===== config.mk =====
export PLATFORM = sky130hd
export DESIGN_NAME = pkt_responder
export DESIGN_NICKNAME = d
export VERILOG_FILES = /design/src/rtl/pkt_pkg.sv /design/src/rtl/pkt_datapath.sv /design/src/rtl/pkt_control.sv /design/src/rtl/pkt_responder.sv
export SDC_FILE = /design/constraint.sdc
export NUM_CORES = 1
export LEC_CHECK = 0
export ABC_AREA = 1
export BUFFER_PORTS_ARGS = -buffer_cell sky130_fd_sc_hd__clkbuf_2
export CAP_MARGIN = 20
export CORE_AREA = 2 2 122 124
export CTS_CLUSTER_SIZE = 40
export DETAILED_ROUTE_END_ITERATION = 7
export DIE_AREA = 0 0 124 126
export HOLD_SLACK_MARGIN = 0.1
export PLACE_DENSITY = 0.89
export SLEW_MARGIN = 30
export SYNTH_ARGS = -nofsm -noshare
export SYNTH_HDL_FRONTEND = slang
export SYNTH_SLANG_ARGS = --single-unit
export TNS_END_PERCENT = 50

===== constraint.sdc =====
create_clock -name clk -period 3.1 [get_ports clk]
set_input_delay 0.31 -clock clk [delete_from_list [all_inputs] [get_ports clk]]
set_output_delay 0.31 -clock clk [all_outputs]
set_load 0.1 [all_outputs]

===== src/rtl/pkt_pkg.sv =====
package pkt_pkg;
  typedef struct packed {
    logic loadTx;
    logic storeWord;
    logic clearWords;
  } ctrlStrobe_t;

  typedef enum logic [2:0] {
    ST_IDLE, ST_POSS_DOT, ST_POSS_AC, ST_RX_UNKA,
    ST_RX_WAIT, ST_WAIT_DATA, ST_WAIT_2
  } state_t;

  localparam logic [2:0] EVT_DOT = 3'd1;
  localparam logic [2:0] EVT_AC  = 3'd2;
endpackage


===== src/rtl/pkt_datapath.sv =====
module pkt_datapath
  import pkt_pkg::*;
#(
  parameter int WORD_W     = 16,
  parameter int CNT_W      = 5,
  parameter int DEPTH      = 8,
  parameter int REPLY_BITS = 1,
  parameter logic [7:0] REPLY_VAL = 8'h00,
  localparam int IDX_W  = $clog2(DEPTH),
  localparam int FILL_W = $clog2(DEPTH + 1)
) (
  input  logic              clk,
  input  logic              rstN,
  input  logic              busClk,
  input  logic              busCe,
  input  logic              busDataIn,
  input  ctrlStrobe_t       strobe,
  output logic              pktDone,
  output logic [CNT_W-1:0]  pktBits,
  output logic [WORD_W-1:0] pktWord,
  output logic              txDone,
  output logic              dataOut,
  output logic              dataOe,
  output logic [FILL_W-1:0] fill,
  output logic              ovf,
  input  logic [IDX_W-1:0]  rdIdx,
  output logic [WORD_W-1:0] rdWord
);
  logic [1:0] clkSync, ceSync, datSync;
  logic clkPrev, cePrev;
  logic clkRise, clkFall, ceFall;

  always_ff @(posedge clk or negedge rstN) begin
    if (!rstN) begin
      clkSync <= '0; ceSync <= '0; datSync <= '0;
      clkPrev <= 1'b0; cePrev <= 1'b0;
    end else begin
      clkSync <= {clkSync[0], busClk};
      ceSync  <= {ceSync[0], busCe};
      datSync <= {datSync[0], busDataIn};
      clkPrev <= clkSync[1];
      cePrev  <= ceSync[1];
    end
  end

  assign clkRise = clkSync[1] & ~clkPrev;
  assign clkFall = ~clkSync[1] & clkPrev;
  assign ceFall  = ~ceSync[1] & cePrev;

  // receive shifter
  logic [WORD_W-1:0] rxShift;
  logic [CNT_W-1:0]  bitCnt;

  always_ff @(posedge clk or negedge rstN) begin
    if (!rstN) begin
      rxShift <= '0;
      bitCnt  <= '0;
    end else if (ceFall) begin
      bitCnt <= '0;
    end else if (clkRise && ceSync[1]) begin
      rxShift <= {rxShift[WORD_W-2:0], datSync[1]};
      if (bitCnt != '1) bitCnt <= bitCnt + 1'b1;
    end
  end

  assign pktDone = ceFall;
  assign pktBits = bitCnt;
  assign pktWord = rxShift;

  // transmit shifter: first bit preloaded, advanced on falling bus edges
  logic [REPLY_BITS-1:0] txReg;
  logic [CNT_W-1:0]      txLeft;

  always_ff @(posedge clk or negedge rstN) begin
    if (!rstN) begin
      txReg <= '0; txLeft <= '0; dataOe <= 1'b0; txDone <= 1'b0;
    end else begin
      txDone <= 1'b0;
      if (strobe.loadTx) begin
        txReg  <= REPLY_VAL[REPLY_BITS-1:0];
        txLeft <= CNT_W'(REPLY_BITS);
        dataOe <= 1'b1;
      end else if (clkFall && dataOe) begin
        if (txLeft == CNT_W'(1)) begin
          dataOe <= 1'b0;
          txLeft <= '0;
          txDone <= 1'b1;
        end else begin
          txReg  <= txReg << 1;
          txLeft <= txLeft - 1'b1;
        end
      end
    end
  end

  assign dataOut = dataOe & txReg[REPLY_BITS-1];

  // payload word store
  logic [WORD_W-1:0] mem [DEPTH];
  logic full;
  assign full = (fill == FILL_W'(DEPTH));

  always_ff @(posedge clk or negedge rstN) begin
    if (!rstN) begin
      fill <= '0;
      ovf  <= 1'b0;
      for (int i = 0; i < DEPTH; i++) mem[i] <= '0;
    end else if (strobe.clearWords) begin
      fill <= '0;
      ovf  <= 1'b0;
    end else if (strobe.storeWord) begin
      if (full) ovf <= 1'b1;
      else begin
        mem[fill[IDX_W-1:0]] <= pktWord;
        fill <= fill + 1'b1;
      end
    end
  end

  assign rdWord = mem[rdIdx];

  assert_no_overflow_R8: assert property (@(posedge clk) disable iff (!rstN)
    fill <= FILL_W'(DEPTH));
  assert_full_drop_R8: assert property (@(posedge clk) disable iff (!rstN)
    (strobe.storeWord && !strobe.clearWords && full) |=> (full && ovf));
  assert_reply_load_R6: assert property (@(posedge clk) disable iff (!rstN)
    strobe.loadTx |=> dataOe);
  assert_release_edge_R6: assert property (@(posedge clk) disable iff (!rstN)
    $fell(dataOe) |-> $past(clkFall));
  assert_oe_pending_R9: assert property (@(posedge clk) disable iff (!rstN)
    dataOe |-> (txLeft != '0));
endmodule


===== src/rtl/pkt_control.sv =====
module pkt_control
  import pkt_pkg::*;
#(
  parameter int WORD_W   = 16,
  parameter int CNT_W    = 5,
  parameter int HCNT_W   = 5,
  parameter int CMD_W    = 8,
  parameter logic [7:0] CMD_CLOSE = 8'hC5,
  parameter logic [7:0] CMD_RESET = 8'hA3,
  parameter logic [7:0] CMD_UNKA  = 8'h5C,
  parameter logic [7:0] CMD_WAIT  = 8'h96,
  parameter logic [15:0] HDR_MASK = 16'hFFF0,
  parameter int NEXT_LEN = 6
) (
  input  logic              clk,
  input  logic              rstN,
  input  logic              pktDone,
  input  logic [CNT_W-1:0]  pktBits,
  input  logic [WORD_W-1:0] pktWord,
  input  logic              txDone,
  output ctrlStrobe_t       strobe,
  output logic              evtValid,
  output logic [2:0]        evtCode,
  output logic [CNT_W-1:0]  expLen,
  output logic [HCNT_W-1:0] hdrCount
);
  state_t state, stateNx, idleNext;
  logic isWord, isCmd, isClose, isReset, isUnka, isWait, isHeader;
  logic [CMD_W-1:0] cmd;
  logic evtNx, hdrInc;
  logic [2:0] codeNx;
  logic [CNT_W-1:0] lenNx;

  assign isWord   = (pktBits == CNT_W'(WORD_W));
  assign isCmd    = (pktBits == CNT_W'(CMD_W));
  assign cmd      = pktWord[CMD_W-1:0];
  assign isClose  = isCmd && (cmd == CMD_CLOSE[CMD_W-1:0]);
  assign isReset  = isCmd && (cmd == CMD_RESET[CMD_W-1:0]);
  assign isUnka   = isCmd && (cmd == CMD_UNKA[CMD_W-1:0]);
  assign isWait   = isCmd && (cmd == CMD_WAIT[CMD_W-1:0]);
  assign isHeader = ((pktWord & HDR_MASK[WORD_W-1:0]) == HDR_MASK[WORD_W-1:0]);

  always_comb begin
    if (isClose)      idleNext = ST_POSS_DOT;
    else if (isReset) idleNext = ST_POSS_AC;
    else if (isUnka)  idleNext = ST_RX_UNKA;
    else              idleNext = ST_IDLE;
  end

  always_comb begin
    stateNx = state;
    strobe  = '0;
    evtNx   = 1'b0;
    codeNx  = 3'd0;
    hdrInc  = 1'b0;
    lenNx   = expLen;
    if (txDone && state == ST_RX_WAIT) stateNx = ST_WAIT_DATA;
    if (pktDone) begin
      if (isWait) begin
        stateNx = ST_RX_WAIT;
        strobe.loadTx = 1'b1;
        strobe.clearWords = 1'b1;
        lenNx = '0;
      end else begin
        case (state)
          ST_POSS_DOT: begin
            if (isReset) begin
              evtNx = 1'b1; codeNx = EVT_DOT; stateNx = ST_IDLE;
            end else stateNx = idleNext;
          end
          ST_POSS_AC: begin
            if (isClose) stateNx = ST_POSS_DOT;
            else begin
              evtNx = 1'b1; codeNx = EVT_AC; stateNx = ST_IDLE;
            end
          end
          ST_RX_UNKA: stateNx = ST_IDLE;
          ST_RX_WAIT: stateNx = ST_RX_WAIT;
          ST_WAIT_DATA: begin
            if (isWord) begin
              if (isHeader) begin
                hdrInc = 1'b1; lenNx = CNT_W'(NEXT_LEN); stateNx = ST_WAIT_2;
              end else strobe.storeWord = 1'b1;
            end else stateNx = idleNext;
          end
          ST_WAIT_2: begin
            if (pktBits == expLen) stateNx = ST_WAIT_DATA;
            else stateNx = idleNext;
          end
          default: stateNx = idleNext;
        endcase
      end
    end
  end

  always_ff @(posedge clk or negedge rstN) begin
    if (!rstN) begin
      state <= ST_IDLE; evtValid <= 1'b0; evtCode <= 3'd0;
      expLen <= '0; hdrCount <= '0;
    end else begin
      state <= stateNx; evtValid <= evtNx; evtCode <= codeNx; expLen <= lenNx;
      if (hdrInc) hdrCount <= hdrCount + 1'b1;
    end
  end

  assert_evt_pulse_R3: assert property (@(posedge clk) disable iff (!rstN)
    evtValid |=> !evtValid);
  assert_evt_code_R4: assert property (@(posedge clk) disable iff (!rstN)
    evtValid |-> (evtCode == EVT_DOT || evtCode == EVT_AC));
  assert_hdr_len_R7: assert property (@(posedge clk) disable iff (!rstN)
    $changed(hdrCount) |-> (expLen == CNT_W'(NEXT_LEN) && state == ST_WAIT_2));
endmodule


===== src/rtl/pkt_responder.sv =====
module pkt_responder
  import pkt_pkg::*;
#(
  parameter int WORD_W = 16,
  parameter int CNT_W  = 5,
  parameter int HCNT_W = 5,
  parameter int DEPTH  = 8,
  parameter int CMD_W  = 8,
  localparam int IDX_W  = $clog2(DEPTH),
  localparam int FILL_W = $clog2(DEPTH + 1)
) (
  input  logic              clk,
  input  logic              rstN,
  input  logic              busClk,
  input  logic              busCe,
  input  logic              busDataIn,
  output logic              busDataOut,
  output logic              busDataOe,
  output logic              evtValid,
  output logic [2:0]        evtCode,
  output logic [FILL_W-1:0] wordCount,
  output logic              overflow,
  input  logic [IDX_W-1:0]  rdIdx,
  output logic [WORD_W-1:0] rdWord,
  output logic [CNT_W-1:0]  expLen,
  output logic [HCNT_W-1:0] hdrCount
);
  ctrlStrobe_t strobe;
  logic pktDone, txDone;
  logic [CNT_W-1:0] pktBits;
  logic [WORD_W-1:0] pktWord;

  pkt_datapath #(.WORD_W(WORD_W), .CNT_W(CNT_W), .DEPTH(DEPTH)) uData (
    .clk(clk), .rstN(rstN), .busClk(busClk), .busCe(busCe), .busDataIn(busDataIn),
    .strobe(strobe), .pktDone(pktDone), .pktBits(pktBits), .pktWord(pktWord),
    .txDone(txDone), .dataOut(busDataOut), .dataOe(busDataOe),
    .fill(wordCount), .ovf(overflow), .rdIdx(rdIdx), .rdWord(rdWord));

  pkt_control #(.WORD_W(WORD_W), .CNT_W(CNT_W), .HCNT_W(HCNT_W), .CMD_W(CMD_W)) uCtrl (
    .clk(clk), .rstN(rstN), .pktDone(pktDone), .pktBits(pktBits), .pktWord(pktWord),
    .txDone(txDone), .strobe(strobe), .evtValid(evtValid), .evtCode(evtCode),
    .expLen(expLen), .hdrCount(hdrCount));
endmodule


Word level (Yosys, flattened, before mapping). Index checks and enable logic that the tools add are counted.

Bits in registers: 187. Latch bits: 0. Memory bits (writable): 0. Bits in read-only memories: 0. Input port bits: 8. Output and inout bits: 37. Word-level logic and storage cells: 153. Memories kept: 0.

Add/subtract/negate cells: 4. Multipliers: 0. Divide/modulo/power cells: 0. $lt $le $gt $ge: 3. Equality and inequality tests: 19. Shift operators: 0. Mux-type cells: 64. Bitwise gates (word level): 12. Reductions and logical operators: 25.

Operators by type and width (count): bitwise mux 128 bit (1); two-way mux 5 bit (10); binary-select mux 16 bit (select 3 bit) (1); demux 16 bit (select 3 bit) (1); two-way mux 16 bit (3); two-way mux 3 bit (12); two-way mux 1 bit (28); equality test 8 bit, second input constant (3); one-hot mux 3 bit (6 select lines) (1); nonzero test 2 bit (9); equality test 12 bit, second input constant (1); two-way mux 4 bit (3); AND reduction 2 bit (6); adder 5 x 1 -> 5 bit, second input constant (2); equality test 3 bit, second input constant (3); equality test 8 x 7 -> 1 bit, second input constant (1); greater-or-equal comparator 4 bit, second input constant (2); logical AND 1 bit (8); inverter 3 -> 4 bit (2); equality test 3 x 2 -> 1 bit, second input constant (2); inverter 1 bit (6); one-hot mux 3 bit (2 select lines) (1); equality test 5 x 1 -> 1 bit, second input constant (1); equality test 5 x 4 -> 1 bit, second input constant (1); 14 further kinds (19).

Longest topological paths before layout. Gate-level depths: netlist (run 1).

Depth after elaboration: 9. Mapped depth: 13. Mapped depth without buffers: 13.

Modules after synthesis. From an unflattened synthesis (run 1), not the netlist that was laid out.

Cells, all modules: 1311. Area total of the unflattened synthesis: 9928.3 sq um.

By module, submodules not included: pkt_datapath (instances 1, cells each 1172, area each 8983.6 sq um, sequential area each 4229.1 sq um); pkt_control (instances 1, cells each 139, area each 944.7 sq um, sequential area each 300.3 sq um).

Worst setup path before layout (run 1). OpenSTA, ideal clock, no wires.

Path type: reg2reg. From: register uData.fill[0]. To: register uData.mem[21] in the netlist's numbering. Library setup time: 0.118 ns. Data arrival time: 2.433 ns. Data required time: 2.982 ns. Path slack: 0.549 ns. Cell stages (with the launch flop): 10. Buffers on the path: 3. Period minus slack after synthesis: 2.551 ns. Cells stage by stage: dfrtp_1 > buf_4 > inv_2 > ha_1 > nand3_1 > buf_4 > nand4_4 > buf_2 > nand2_1 > nand2_1.

Word-level cells in the longest chain between the ends: 6. Elaborated cells between the ends (all ways): 10. Those cells by class: 2 x order compare; 1 x eq/ne; 3 x mux; 2 x bitwise; 2 x reduce/logical.

RTL lines: start, declared (RTL line pkt_datapath.sv:24) `output logic [FILL_W-1:0] fill,`; start signal, assigned (RTL line pkt_datapath.sv:115) `fill <= fill + 1'b1;`; inverter 3 -> 4 bit (not written as such) (RTL line pkt_datapath.sv:114) `mem[fill[IDX_W-1:0]] <= pktWord;`; greater-or-equal comparator 4 bit (not written as such) / < comparator 4 x 1 -> 1 bit (equally long branches) (RTL line pkt_datapath.sv:114); logical AND 1 bit (not written as such) (RTL line pkt_datapath.sv:114); two-way mux 16 bit (not written as such) (RTL line pkt_datapath.sv:114); demux 16 bit (select 3 bit) (RTL line pkt_datapath.sv:114); bitwise mux 128 bit (RTL line pkt_datapath.sv:114); end signal, assigned by index (RTL line pkt_datapath.sv:114); end, declared (RTL line pkt_datapath.sv:99) `logic [WORD_W-1:0] mem [DEPTH];`.

Parallel ways exist; a longest one is shown, timed or not. A chain may end at the register's enable or synchronous reset.

Worst setup path after layout (run 1).
From: register uData.rxShift[5], in the netlist uData.pktWord[5]. To: register uData.mem[119] in the netlist's numbering.

Word-level cells in the longest chain between the ends: 7. Elaborated cells between the ends (all ways): 11. Those cells by class: 2 x eq/ne; 6 x mux; 1 x bitwise; 2 x reduce/logical.

RTL lines: start, declared (RTL line pkt_datapath.sv:51) `logic [WORD_W-1:0] rxShift;`; start signal, assigned (RTL line pkt_datapath.sv:61) `rxShift <= {rxShift[WORD_W-2:0], datSync[1]};`; equality test 12 bit (RTL line pkt_control.sv:41) `assign isHeader = ((pktWord & HDR_MASK[WORD_W-1:0]) == HDR_MASK[WORD_W-1:0]);`; two-way mux 1 bit (RTL line pkt_control.sv:81) `if (isHeader) begin`; two-way mux 1 bit (RTL line pkt_control.sv:80) `if (isWord) begin`; two-way mux 1 bit (RTL line pkt_control.sv:65) `case (state)`; two-way mux 1 bit (RTL line pkt_control.sv:59) `if (isWait) begin`; two-way mux 3 bit * (RTL line pkt_control.sv:58) `if (pktDone) begin`; AND reduction 3 bit (no line) *.

Mark *: on every way between the ends. The rest lies on a longest branch, timed or not.

==> flow_metrics.py, run 1 <==
metrics = {
    "global_route": {
        "globalRouteOverflowTotal": 0,
        "track_usage": 0.330,
        "grt_pass1_vias": 8078,
        "grt_pass1_wl_mm": 39.8,
        "grt_max_degree": 104,
        "antenna_violations_before_repair": 0,
    },
    "floorplan": {
        "floorplan.die_area_um2": 15600,
        "ios": 45,
        "placeableCoreArea_um2": 14300,
        "floorplan.die.height_um": 126,
        "placement_rows": 44,
        "initial_core_util": 0.637,
        "chipWidth_um": 124,
    },
    "sta": {
        "timing.final.setup_violations": 0,
        "totalNegativeSetupSlack_ns": 0,
        "finalCriticalPeriod_ns": 2.54,
        "layout_worst_path_cycle_share": 0.820,
        "hold_violations": 0,
        "final-max-slew-violation-count": 0,
        "finClkSkew_ns": 0.00697,
        "worst-slew-pin-transition_ns": 0.912,
        "max-slew-margin-rel": 0.392,
        "timing.final.ws_setup_ns": 0.559,
        "rsz_0062_raised_after_global_routing": "false",
        "max_freq_mhz": 394,
    },
    "logic_synthesis": {
        "synth_edf_count": 0,
        "synthCells": 1133,
        "asyncSetResetFlopFracSynth": 1.00,
        "yosysSeqAreaShare": 0.497,
        "ys_seq_elements": 181,
        "syn_avg_cell_area_um2": 8.04,
        "ys_warn_count": 0,
        "synth.cell_area_um2": 9110,
        "synthFlopType": "dfrtp_1",
        "synth_cell_types": 34,
    },
    "placed_design": {
        "dp_hpwl_mm": 14.7,
        "post-place-ws_ns": 0.766,
        "place_congestion": 0.885,
        "port_buffers": 39,
    },
    "setup_path": {
        "timing.setup.critical_path_class": "register to register",
        "worst_setup_path_end_kind": "register",
        "critPathMaxFanout": 103,
        "worst_path_largest_cell_delay_ns": 0.68,
        "timing.critical_path.cells": "inv_1, nand2_1, nor2_1, nand4_1, buf_4, nand2_1, nor2_4, buf_12, nand3_1, nand2_1",
        "crit_path_start_kind": "register",
        "crit_slowest_cell": "dfrtp_1",
        "cp_common_cell": "nand2_1",
        "critPathArrivalTime_ns": 2.90,
        "critical_path_required_ns": 3.46,
        "kind_of_cell_adding_the_most_delay_to_the_critical_path": "simple AND/OR/NAND/NOR gates",
        "critPathBufInv": 3,
    },
    "cts": {
        "clk_latency_ns": 0.43,
        "clock-sinks": 181,
        "cts_tree": "yes",
        "post_cts.resized_instances": 0,
        "h-tree-depth": 4,
        "clock_path_buffers": 2,
        "clkSlewWorstSetupHoldPaths_ns": 0.07,
        "cts_inserted_buffers": 17,
        "cts-root-buf": "clkbuf_16",
    },
    "finish": {
        "fillerInstances": 1013,
        "area_growth_pct": 12.8,
        "drive_above_1_share": 0.116,
        "diodes": 0,
        "multiInputGateArea_um2": 4010,
        "final_net_count": 1155,
        "register_area_um2": 4530,
    },
    "detailed_routing": {
        "antenna_left": 0,
        "vias_per_cell": 6.18,
        "finalWirelength_mm": 24.3,
        "total_vias_in_the_final_route": 8252,
        "drtIter0Drc": 1191,
        "drt_pass1_iterations": 7,
        "post-route-drc-count": 0,
        "route.detailed.wl_per_inst_um": 18.2,
    },
    "pwr": {
        "power.leakage_nw": 5.35,
        "vdd_drop_max_mv": 0.432,
        "power.density_nw_per_um2": 540,
    },
    "flow_run": {
        "max_cap_viol_count": 0,
    },
    "hold_path": {
        "worstHoldPathType": "register to register",
    },
    "outcome": {
        "outcome": "finished clean",
    },
}
## layer usage
| metal | global-route usage | vias up | share of wire |
|---|---|---|---|
| met4 | 0.165 | 0 | 0.043 |
| met1 | 0.415 | 3957 | 0.37 |
| met2 | 0.538 | 509 | 0.50 |
| met5 | 0 | - | 0 |
| li1 | - | 3690 | - |
| met3 | 0.0711 | 96 | 0.089 |
## layout make-up
| class | count | share of cell area |
|---|---|---|
| inverters | 42 | 0.0153 |
| multi-input cells | 835 | 0.390 |
| clock inverters | 8 | 0.0190 |
| flip-flops and latches | 181 | 0.441 |
| repair buffers | 62 | 0.0656 |
| clock buffers | 23 | 0.0465 |
| well taps | 184 | 0.0224 |
## through the flow
step / instance area (µm²) / util / cells / hold slack, ns / power [mW]
after detailed placement: 9560 / 0.668 / 1300 / 0.339 / 3.12
after floorplan: 9130 / - / 1137 / 0.0144 / 2.92
final: 10300 / 0.718 / 1335 / 0.350 / 5.55
after global routing: 10300 / 0.718 / 1335 / 0.361 / 5.71
after CTS: 10300 / 0.718 / 1335 / 0.351 / 5.55
after global placement: 9560 / 0.668 / 1300 / 0.334 / 3.10
## worst paths after layout
kind | from | to | slack [ns] | depth (start not counted)
worst max-delay path | uData.pktWord[5] | uData.mem[119] | 0.56 | 10
worst min-delay path | uData.datSync[0] | uData.datSync[1] | 0.35 | 0
worst max register to register | uData.pktWord[5] | uData.mem[119] | 0.56 | 10
worst min register to register | uData.datSync[0] | uData.datSync[1] | 0.35 | 0
max in group asynchronous | rstN | uData.mem[73] | 1.81 | 3
min in group asynchronous | rstN | uData.mem[52] | 0.52 | 2
## worst register-to-register path, stage by stage, from the launching register on
cell,delay [ns]
dfrtp_1,0.68
inv_1,0.15
nand2_1,0.12
nor2_1,0.06
nand4_1,0.10
buf_4,0.19
nand2_1,0.10
nor2_4,0.23
buf_12,0.40
nand3_1,0.26
nand2_1,0.17
## Yosys cell counts, types with 9 or more instances
master    count  share of area
inv_2         9         0.0037
clkbuf_1     29          0.012
o21ai_1      10         0.0055
nor2_1      134          0.055
nand2_1     376           0.15
buf_2        18         0.0099
nand3_1     137          0.075
o32ai_1      32          0.031
dfrtp_1     181           0.50
buf_4        23          0.019
nand2_2      11         0.0076
a21oi_1       9         0.0049
o21ai_0      62          0.034
inv_1        33          0.014
## registers in the layout, indices dropped and copies added, names as in the netlist, 2 cells and up
signal          count
uCtrl.evtCode       2
uCtrl.hdrCount      5
uCtrl.state         3
uData.ceSync        2
uData.clkSync       2
uData.datSync       2
uData.fill          4
uData.mem         128
uData.pktBits       5
uData.pktWord      16
uData.txLeft        5
## kinds of logic after synthesis
family | Yosys count | synth area share
simple gates | 690 | 0.332
flops | 181 | 0.497
buf+inv | 121 | 0.0652
compound gates | 117 | 0.0781
xor+xnor | 9 | 0.00865
fa+ha+maj | 8 | 0.0110
mux | 6 | 0.00741
other cells | 1 | 0.000412
## power breakdown
| part | leakage, nW | switching [mW] | internal (mW) |
|---|---|---|---|
| clock | 0.320 | 0.887 | 1.57 |
| combinational | 2.53 | 0.382 | 0.163 |
| sequential | 2.50 | 0.145 | 2.40 |
## cell usage in the layout, fill, tap and decap left out, drive strengths merged
master and instances:
dlygate4sd3 4, ha 8, nand4 14, xnor2 1
conb 5, o32ai 32, o21ai 72, nand3 138
nor3 4, nand2 388, nor4 1, dfrtp 181
a31oi 1, o211ai 1, bufinv 6, buf 36
nor2 145, xor2 8, clkinvlp 2, o22ai 2
a21oi 9, clkbuf 45, mux2 6, inv 42
## timing repair
item / in CTS / in global routing
buffers inserted: 0 / 0
setup endpoints to repair: 0 / 0
hold buffers: 4 / 0
hold endpoints to repair: 88 / 0
Power figures use the tool's default switching activity.
==> inputs of run 2 (changes only) <==
--- a/config.mk
+++ b/config.mk
@@ -8,12 +8,12 @@
 export ABC_AREA = 1
 export BUFFER_PORTS_ARGS = -buffer_cell sky130_fd_sc_hd__clkbuf_2
 export CAP_MARGIN = 20
-export CORE_AREA = 2 2 122 124
+export CORE_AREA = 2 2 125 127
 export CTS_CLUSTER_SIZE = 40
 export DETAILED_ROUTE_END_ITERATION = 7
-export DIE_AREA = 0 0 124 126
+export DIE_AREA = 0 0 127 129
 export HOLD_SLACK_MARGIN = 0.1
-export PLACE_DENSITY = 0.89
+export PLACE_DENSITY = 0.86
 export SLEW_MARGIN = 30
 export SYNTH_ARGS = -nofsm -noshare
 export SYNTH_HDL_FRONTEND = slang
==> constraint.sdc (replaced) <==
create_clock -name clk -period 2.55 [get_ports clk]
set_input_delay 0.255 -clock clk [delete_from_list [all_inputs] [get_ports clk]]
set_output_delay 0.255 -clock clk [all_outputs]
set_load 0.1 [all_outputs]
==> run 2 against run 1 <==
- largest cell class unchanged
- combinational power increased by 32%
- fmax increased by 12%
- global-route usage decreased by 2.9 points
- clock skew increased by 0.0061 ns
- wire length decreased by 2.2%
- critical endpoint is now uData.mem[66]
- flip-flop and latch count unchanged
- sequential power increased by 20%
- highest routed layer unchanged
- design area increased by 0.40%
==> flow_metrics.py, run 2 (synthesis gave the netlist of run 1 again) <==
metrics = {
    "outcome": {
        "outcome": "finished clean",
    },
    "floorplan": {
        "initial_core_util": 0.608,
        "floorplan.die_area_um2": 16400,
        "ios": 45,
        "placement_rows": 45,
        "chipWidth_um": 127,
        "floorplan.die.height_um": 129,
        "placeableCoreArea_um2": 15000,
    },
    "pwr": {
        "power_switching_share": 0.278,
        "power.leakage_nw": 5.38,
        "sequentialPowerShare": 0.470,
        "vdd_drop_max_mv": 0.524,
        "switching_power_mw": 1.82,
        "power.density_nw_per_um2": 633,
        "clkPwrFrac": 0.420,
        "internal_power_mw": 4.71,
        "comb_power_share": 0.110,
    },
    "cts": {
        "cts_tree": "yes",
        "clock_path_buffers": 2,
        "h-tree-depth": 4,
        "cts-root-buf": "clkbuf_16",
        "post_cts_buffers": 0,
        "clock-sinks": 181,
        "clkSlewWorstSetupHoldPaths_ns": 0.07,
        "cts_inserted_buffers": 17,
        "clk_latency_ns": 0.44,
    },
    "setup_path": {
        "crit-reg2reg-capture": "uData.mem[66]",
        "critical_path_required_ns": 2.92,
        "crit_start": "uData.pktBits[0]",
        "kind_of_cell_adding_the_most_delay_to_the_critical_path": "simple AND/OR/NAND/NOR gates",
        "timing.setup.critical_path_class": "register to register",
        "reg2reg_depth": 11,
        "crit_slowest_cell": "dfrtp_1",
        "worst_setup_path_end_kind": "register",
        "worst_path_largest_cell_delay_ns": 0.41,
        "endpoint": "uData.mem[66]",
        "critPathArrivalTime_ns": 2.65,
        "setup.reg_to_reg.worst_slack_ns": 0.28,
        "r2r_start": "uData.pktBits[0]",
        "crit_path_start_kind": "register",
        "crit_cells": 11,
        "timing.critical_path.cells": "inv_1, ha_1, inv_1, nor2_1, nand2_1, nor2_2, nand3_1, nor2_4, buf_12, nand3_1, nand2_1",
        "critPathBufInv": 3,
        "critPathMaxFanout": 34,
    },
    "global_route": {
        "track_usage": 0.301,
        "globalRouteOverflowTotal": 0,
        "grt_max_degree": 65,
        "grt_pass1_wl_mm": 38.7,
        "antenna_violations_before_repair": 0,
        "grt_pass1_vias": 7848,
    },
    "finish": {
        "register_area_um2": 4530,
        "diodes": 0,
        "drive_above_1_share": 0.125,
        "final_net_count": 1163,
        "fillerInstances": 1108,
        "number_of_flip_flops_under_the_largest_register_name": 128,
        "area_growth_pct": 13.2,
        "register_ranked_first_by_flip_flop_count": "uData.mem",
        "final_common_cell": "nand2_1",
        "multiInputGateArea_um2": 4010,
        "mostFrequentLayoutCells": "nand2_1, dfrtp_1, nand3_1",
        "post-route-util": 0.689,
        "post-route-cell-area_um2": 10300,
    },
    "sta": {
        "timing.final.ws_setup_ns": 0.275,
        "finClkSkew_ns": 0.0130,
        "max_freq_mhz": 440,
        "worst-slew-pin-transition_ns": 0.629,
        "finalCriticalPeriod_ns": 2.27,
        "timing.final.setup_violations": 0,
        "hold_violations": 0,
        "rsz_0062_raised_after_global_routing": "false",
        "max-slew-margin-rel": 0.580,
        "final-max-slew-violation-count": 0,
        "totalNegativeSetupSlack_ns": 0,
        "layout_worst_path_cycle_share": 0.892,
    },
    "placed_design": {
        "place_congestion": 0.875,
        "port_buffers": 39,
        "post-place-ws_ns": 0.398,
        "dp_hpwl_mm": 14.5,
        "placement.cell_area_um2": 9670,
    },
    "detailed_routing": {
        "drtIter0Drc": 1275,
        "vias_per_cell": 6.11,
        "drt_pass1_iterations": 6,
        "total_vias_in_the_final_route": 8226,
        "finalWirelength_mm": 23.8,
        "antenna_left": 0,
        "route.detailed.wl_per_inst_um": 17.7,
        "post-route-drc-count": 0,
    },
    "flow_run": {
        "max_cap_viol_count": 0,
    },
    "hold_path": {
        "worstHoldPathType": "register to register",
        "holdCritStartpoint": "uData.ceSync[0]",
    },
}
-- run 2: routing by layer --
| layer | up-vias | track usage | routed length [µm] |
|---|---|---|---|
| met1 | 3890 | 0.386 | 9140 |
| met4 | 0 | 0.141 | 886 |
| met5 | - | 0 | 0 |
| met3 | 88 | 0.0715 | 2320 |
| met2 | 523 | 0.489 | 11500 |
| li1 | 3725 | - | - |
-- run 2: cell type report --
class                      count  share of cell area
tap                          188              0.0228
clock buffer                  18              0.0426
inverter                      42              0.0153
sequential                   181               0.439
clock inverter                13              0.0166
timing repair buffer          70              0.0748
multi-input combinational    835               0.389
-- run 2: power groups by stage --
| stage | logic [mW] | clock network [mW] | registers (mW) |
|---|---|---|---|
| 2_1_floorplan | 0.542 | 0 | 3.00 |
| 3_3_place_gp | 0.694 | 0 | 3.11 |
| 3_5_place_dp | 0.703 | 0 | 3.11 |
| 4_1_cts | 0.714 | 2.76 | 3.06 |
| 5_1_grt | 0.768 | 2.89 | 3.07 |
| 6_report | 0.718 | 2.75 | 3.07 |
-- run 2: how the worst min path moves through the flow --
stage,to,cells past startpoint
finish,uData.ceSync[1],0
global route,uData.datSync[1],0
CTS,uData.clkSync[1],0
detailed placement,uData.mem[34],1
global placement,uData.mem[32],1
floorplan,uCtrl.evtCode[0],0
-- run 2: through the flow --
| stage | hold WS [ns] | power (mW) | std cells |
|---|---|---|---|
| 5_1_grt | 0.378 | 6.73 | 1347 |
| 3_5_place_dp | 0.281 | 3.82 | 1312 |
| 6_report | 0.362 | 6.53 | 1347 |
| 3_3_place_gp | 0.277 | 3.81 | 1312 |
| 4_1_cts | 0.358 | 6.54 | 1347 |
| 2_1_floorplan | -0.0406 | 3.54 | 1137 |
-- run 2: timing repair --
item | in CTS | in global routing
endpoints found under the hold margin | 62 | 0
resized for setup | 0 | 0
hold buffers | 4 | 0
-- run 2: worst reg2reg max path: stages (launching register included) --
cell	delay (ns)
dfrtp_1	0.41
inv_1	0.11
ha_1	0.18
inv_1	0.04
nor2_1	0.09
nand2_1	0.12
nor2_2	0.19
nand3_1	0.17
nor2_4	0.41
buf_12	0.25
nand3_1	0.14
nand2_1	0.09
==> inputs of run 3 (changes only) <==
--- a/config.mk
+++ b/config.mk
@@ -8,12 +8,13 @@
 export ABC_AREA = 1
 export BUFFER_PORTS_ARGS = -buffer_cell sky130_fd_sc_hd__clkbuf_2
 export CAP_MARGIN = 20
-export CORE_AREA = 2 2 125 127
+export CORE_AREA = 2 2 131 133
 export CTS_CLUSTER_SIZE = 40
 export DETAILED_ROUTE_END_ITERATION = 7
-export DIE_AREA = 0 0 127 129
+export DIE_AREA = 0 0 133 135
+export GPL_TIMING_DRIVEN = 0
 export HOLD_SLACK_MARGIN = 0.1
-export PLACE_DENSITY = 0.86
+export PLACE_DENSITY = 0.83
 export SLEW_MARGIN = 30
 export SYNTH_ARGS = -nofsm -noshare
 export SYNTH_HDL_FRONTEND = slang
==> constraint.sdc (replaced) <==
create_clock -name clk -period 2 [get_ports clk]
set_input_delay 0.2 -clock clk [delete_from_list [all_inputs] [get_ports clk]]
set_output_delay 0.2 -clock clk [all_outputs]
set_load 0.1 [all_outputs]
==> run 3 against run 2 <==
- the run now ends with negative setup slack left
- setup slack worse by 0.34 ns
- hold slack worse by 0.15 ns
- core utilization down 1.0 points
- flip-flop and latch count did not move
- design area grew 7.9%
- sequential power rose by 23%
- clock skew up 0.00092 ns
- final cell count up 8.1%
- count of clock-buffer cells in the layout grew 1
- critical endpoint is now uData.mem[69]
- combinational power up 59%
==> flow_metrics.py, run 3 (synthesis gave the netlist of run 1 again) <==
metrics = {
    "outcome": {
        "outcome": "finished, violations left",
        "violated_checks": "negative setup slack",
    },
    "finish": {
        "final_net_count": 1239,
        "register_area_um2": 4540,
        "drive_above_1_share": 0.203,
        "mostFrequentLayoutCells": "nand2_1, dfrtp_1, nor2_1",
        "final_common_cell": "nand2_1",
        "register_ranked_first_by_flip_flop_count": "uData.mem",
        "number_of_flip_flops_under_the_largest_register_name": 128,
        "area_growth_pct": 22.2,
        "post-route-util": 0.679,
        "fillerInstances": 1193,
        "diodes": 0,
        "multiInputGateArea_um2": 4230,
        "final-instance-count-excl-fill": 1456,
    },
    "pwr": {
        "power.density_nw_per_um2": 749,
        "vdd_drop_max_mv": 0.700,
        "total_power_mw": 8.34,
        "power.leakage_nw": 5.71,
    },
    "floorplan": {
        "placement_rows": 47,
        "ios": 45,
        "floorplan.die.height_um": 135,
        "floorplan.die_area_um2": 18000,
        "placeableCoreArea_um2": 16400,
        "chipWidth_um": 133,
        "initial_core_util": 0.555,
    },
    "sta": {
        "final-max-slew-violation-count": 0,
        "finalCriticalPeriod_ns": 2.07,
        "timing.final.setup_violations": 75,
        "totalNegativeSetupSlack_ns": -1.74,
        "timing.final.ws_setup_ns": -0.0685,
        "max_freq_mhz": 483,
        "max-slew-margin-rel": 0.556,
        "layout_worst_path_cycle_share": 1.03,
        "hold_violations": 0,
        "worst-slew-pin-transition_ns": 0.666,
        "rsz_0062_raised_after_global_routing": "true",
        "finClkSkew_ns": 0.0140,
    },
    "cts": {
        "cts_tree": "yes",
        "h-tree-depth": 4,
        "clkSlewWorstSetupHoldPaths_ns": 0.07,
        "clk_latency_ns": 0.45,
        "clock-sinks": 181,
        "cts_inserted_buffers": 17,
        "cts-root-buf": "clkbuf_16",
        "clock_path_buffers": 2,
    },
    "global_route": {
        "globalRouteOverflowTotal": 0,
        "grt_max_degree": 80,
        "track_usage": 0.288,
        "grt_pass1_wl_mm": 40.9,
        "antenna_violations_before_repair": 0,
        "grt_pass1_vias": 8027,
    },
    "setup_path": {
        "r2r_start": "uData.pktBits[1]",
        "worst_setup_path_end_kind": "register",
        "reg2reg_depth": 12,
        "critical_path_required_ns": 2.33,
        "crit_path_start_kind": "register",
        "timing.setup.critical_path_class": "register to register",
        "critPathMaxFanout": 6,
        "setup.reg_to_reg.worst_slack_ns": -0.07,
        "endpoint": "uData.mem[69]",
        "crit-reg2reg-capture": "uData.mem[69]",
        "critPathArrivalTime_ns": 2.40,
        "crit_start": "uData.pktBits[1]",
    },
    "detailed_routing": {
        "finalWirelength_mm": 26.1,
        "drtIter0Drc": 985,
        "route.detailed.wl_per_inst_um": 18.0,
        "antenna_left": 0,
        "total_vias_in_the_final_route": 8520,
        "post-route-drc-count": 0,
        "drt_pass1_iterations": 8,
        "vias_per_cell": 5.85,
    },
    "placed_design": {
        "post-place-ws_ns": -0.456,
        "port_buffers": 36,
        "place_congestion": 0.937,
        "dp_hpwl_mm": 16.5,
        "dp_cells": 1395,
    },
    "flow_run": {
        "max_cap_viol_count": 0,
    },
    "hold_path": {
        "worstHoldPathType": "input port to async pin",
    },
}
==> run 3: changes by cell type in the layout (fill, tap and decap cells not counted), sizes merged <==
cell,delta
clkbuf,+57
buf,+20
bufinv,-1
clkinv,+1
clkinvlp,+1
inv,-1
==> run 3: what timing repair did <==
item | in CTS | in global routing
hold endpoints to repair | 184 | 0
pin swaps | 4 | 21
resized for setup | 53 | 85
cloned | 0 | 8
setup buffers | 5 | 15
setup endpoints to repair | 146 | 148
hold buffers | 4 | 0
==> run 3: metrics by stage <==
step / hold WS [ns] / cell area (µm²)
final: 0.210 / 11100
after global routing: 0.222 / 11100
after floorplan: -0.0956 / 9150
after CTS: 0.214 / 10500
after global placement: 0.309 / 9600
after detailed placement: 0.120 / 9670
==> run 3: cell type report <==
| class | instances | area share |
|---|---|---|
| buffer | 76 | 0.0524 |
| clock buffer | 19 | 0.0398 |
| clock inverter | 13 | 0.0131 |
| inverter | 42 | 0.0151 |
| multi-input combinational | 835 | 0.380 |
| sequential | 181 | 0.407 |
| tap | 220 | 0.0247 |
| timing repair buffer | 70 | 0.0676 |
==> run 3: how the worst min path moves through the flow <==
stage	startpoint	to	slack [ns]	cells after the start
2_1_floorplan	rstN	uCtrl.evtCode[0]	-0.1	0
3_3_place_gp	busDataIn	uData.datSync[0]	0.31	1
3_5_place_dp	rstN	uData.pktBits[0]	0.12	1
4_1_cts	rstN	uData.pktBits[0]	0.21	2
5_1_grt	rstN	uCtrl.evtValid	0.22	2
6_report	rstN	uData.pktBits[0]	0.21	2
==> run 3: per-layer routing <==
metal | vias up | share of wire | GRT usage
li1 | 3874 | - | -
met5 | - | 0 | 0
met1 | 4123 | 0.41 | 0.379
met2 | 442 | 0.49 | 0.458
met3 | 81 | 0.076 | 0.0747
met4 | 0 | 0.033 | 0.119
==> run 3: critical path, stage by stage, from the launching register on <==
cell       delay, ns
dfrtp_1         0.44
inv_2           0.12
ha_4            0.16
nand2_4         0.07
nor2_4          0.17
nand4_1         0.18
nand2_2         0.16
nor2_4          0.05
buf_12          0.13
clkbuf_16       0.16
clkbuf_16       0.15
nand3_1         0.08
nand2_1         0.06
==> run 3: power breakdown <==
part | total (mW) | leakage (nW) | internal [mW] | switching (mW)
Sequential | 3.77 | 2.49 | 3.72 | 0.0508
Clock | 3.43 | 0.285 | 1.89 | 1.54
Combinational | 1.14 | 2.94 | 0.292 | 0.848
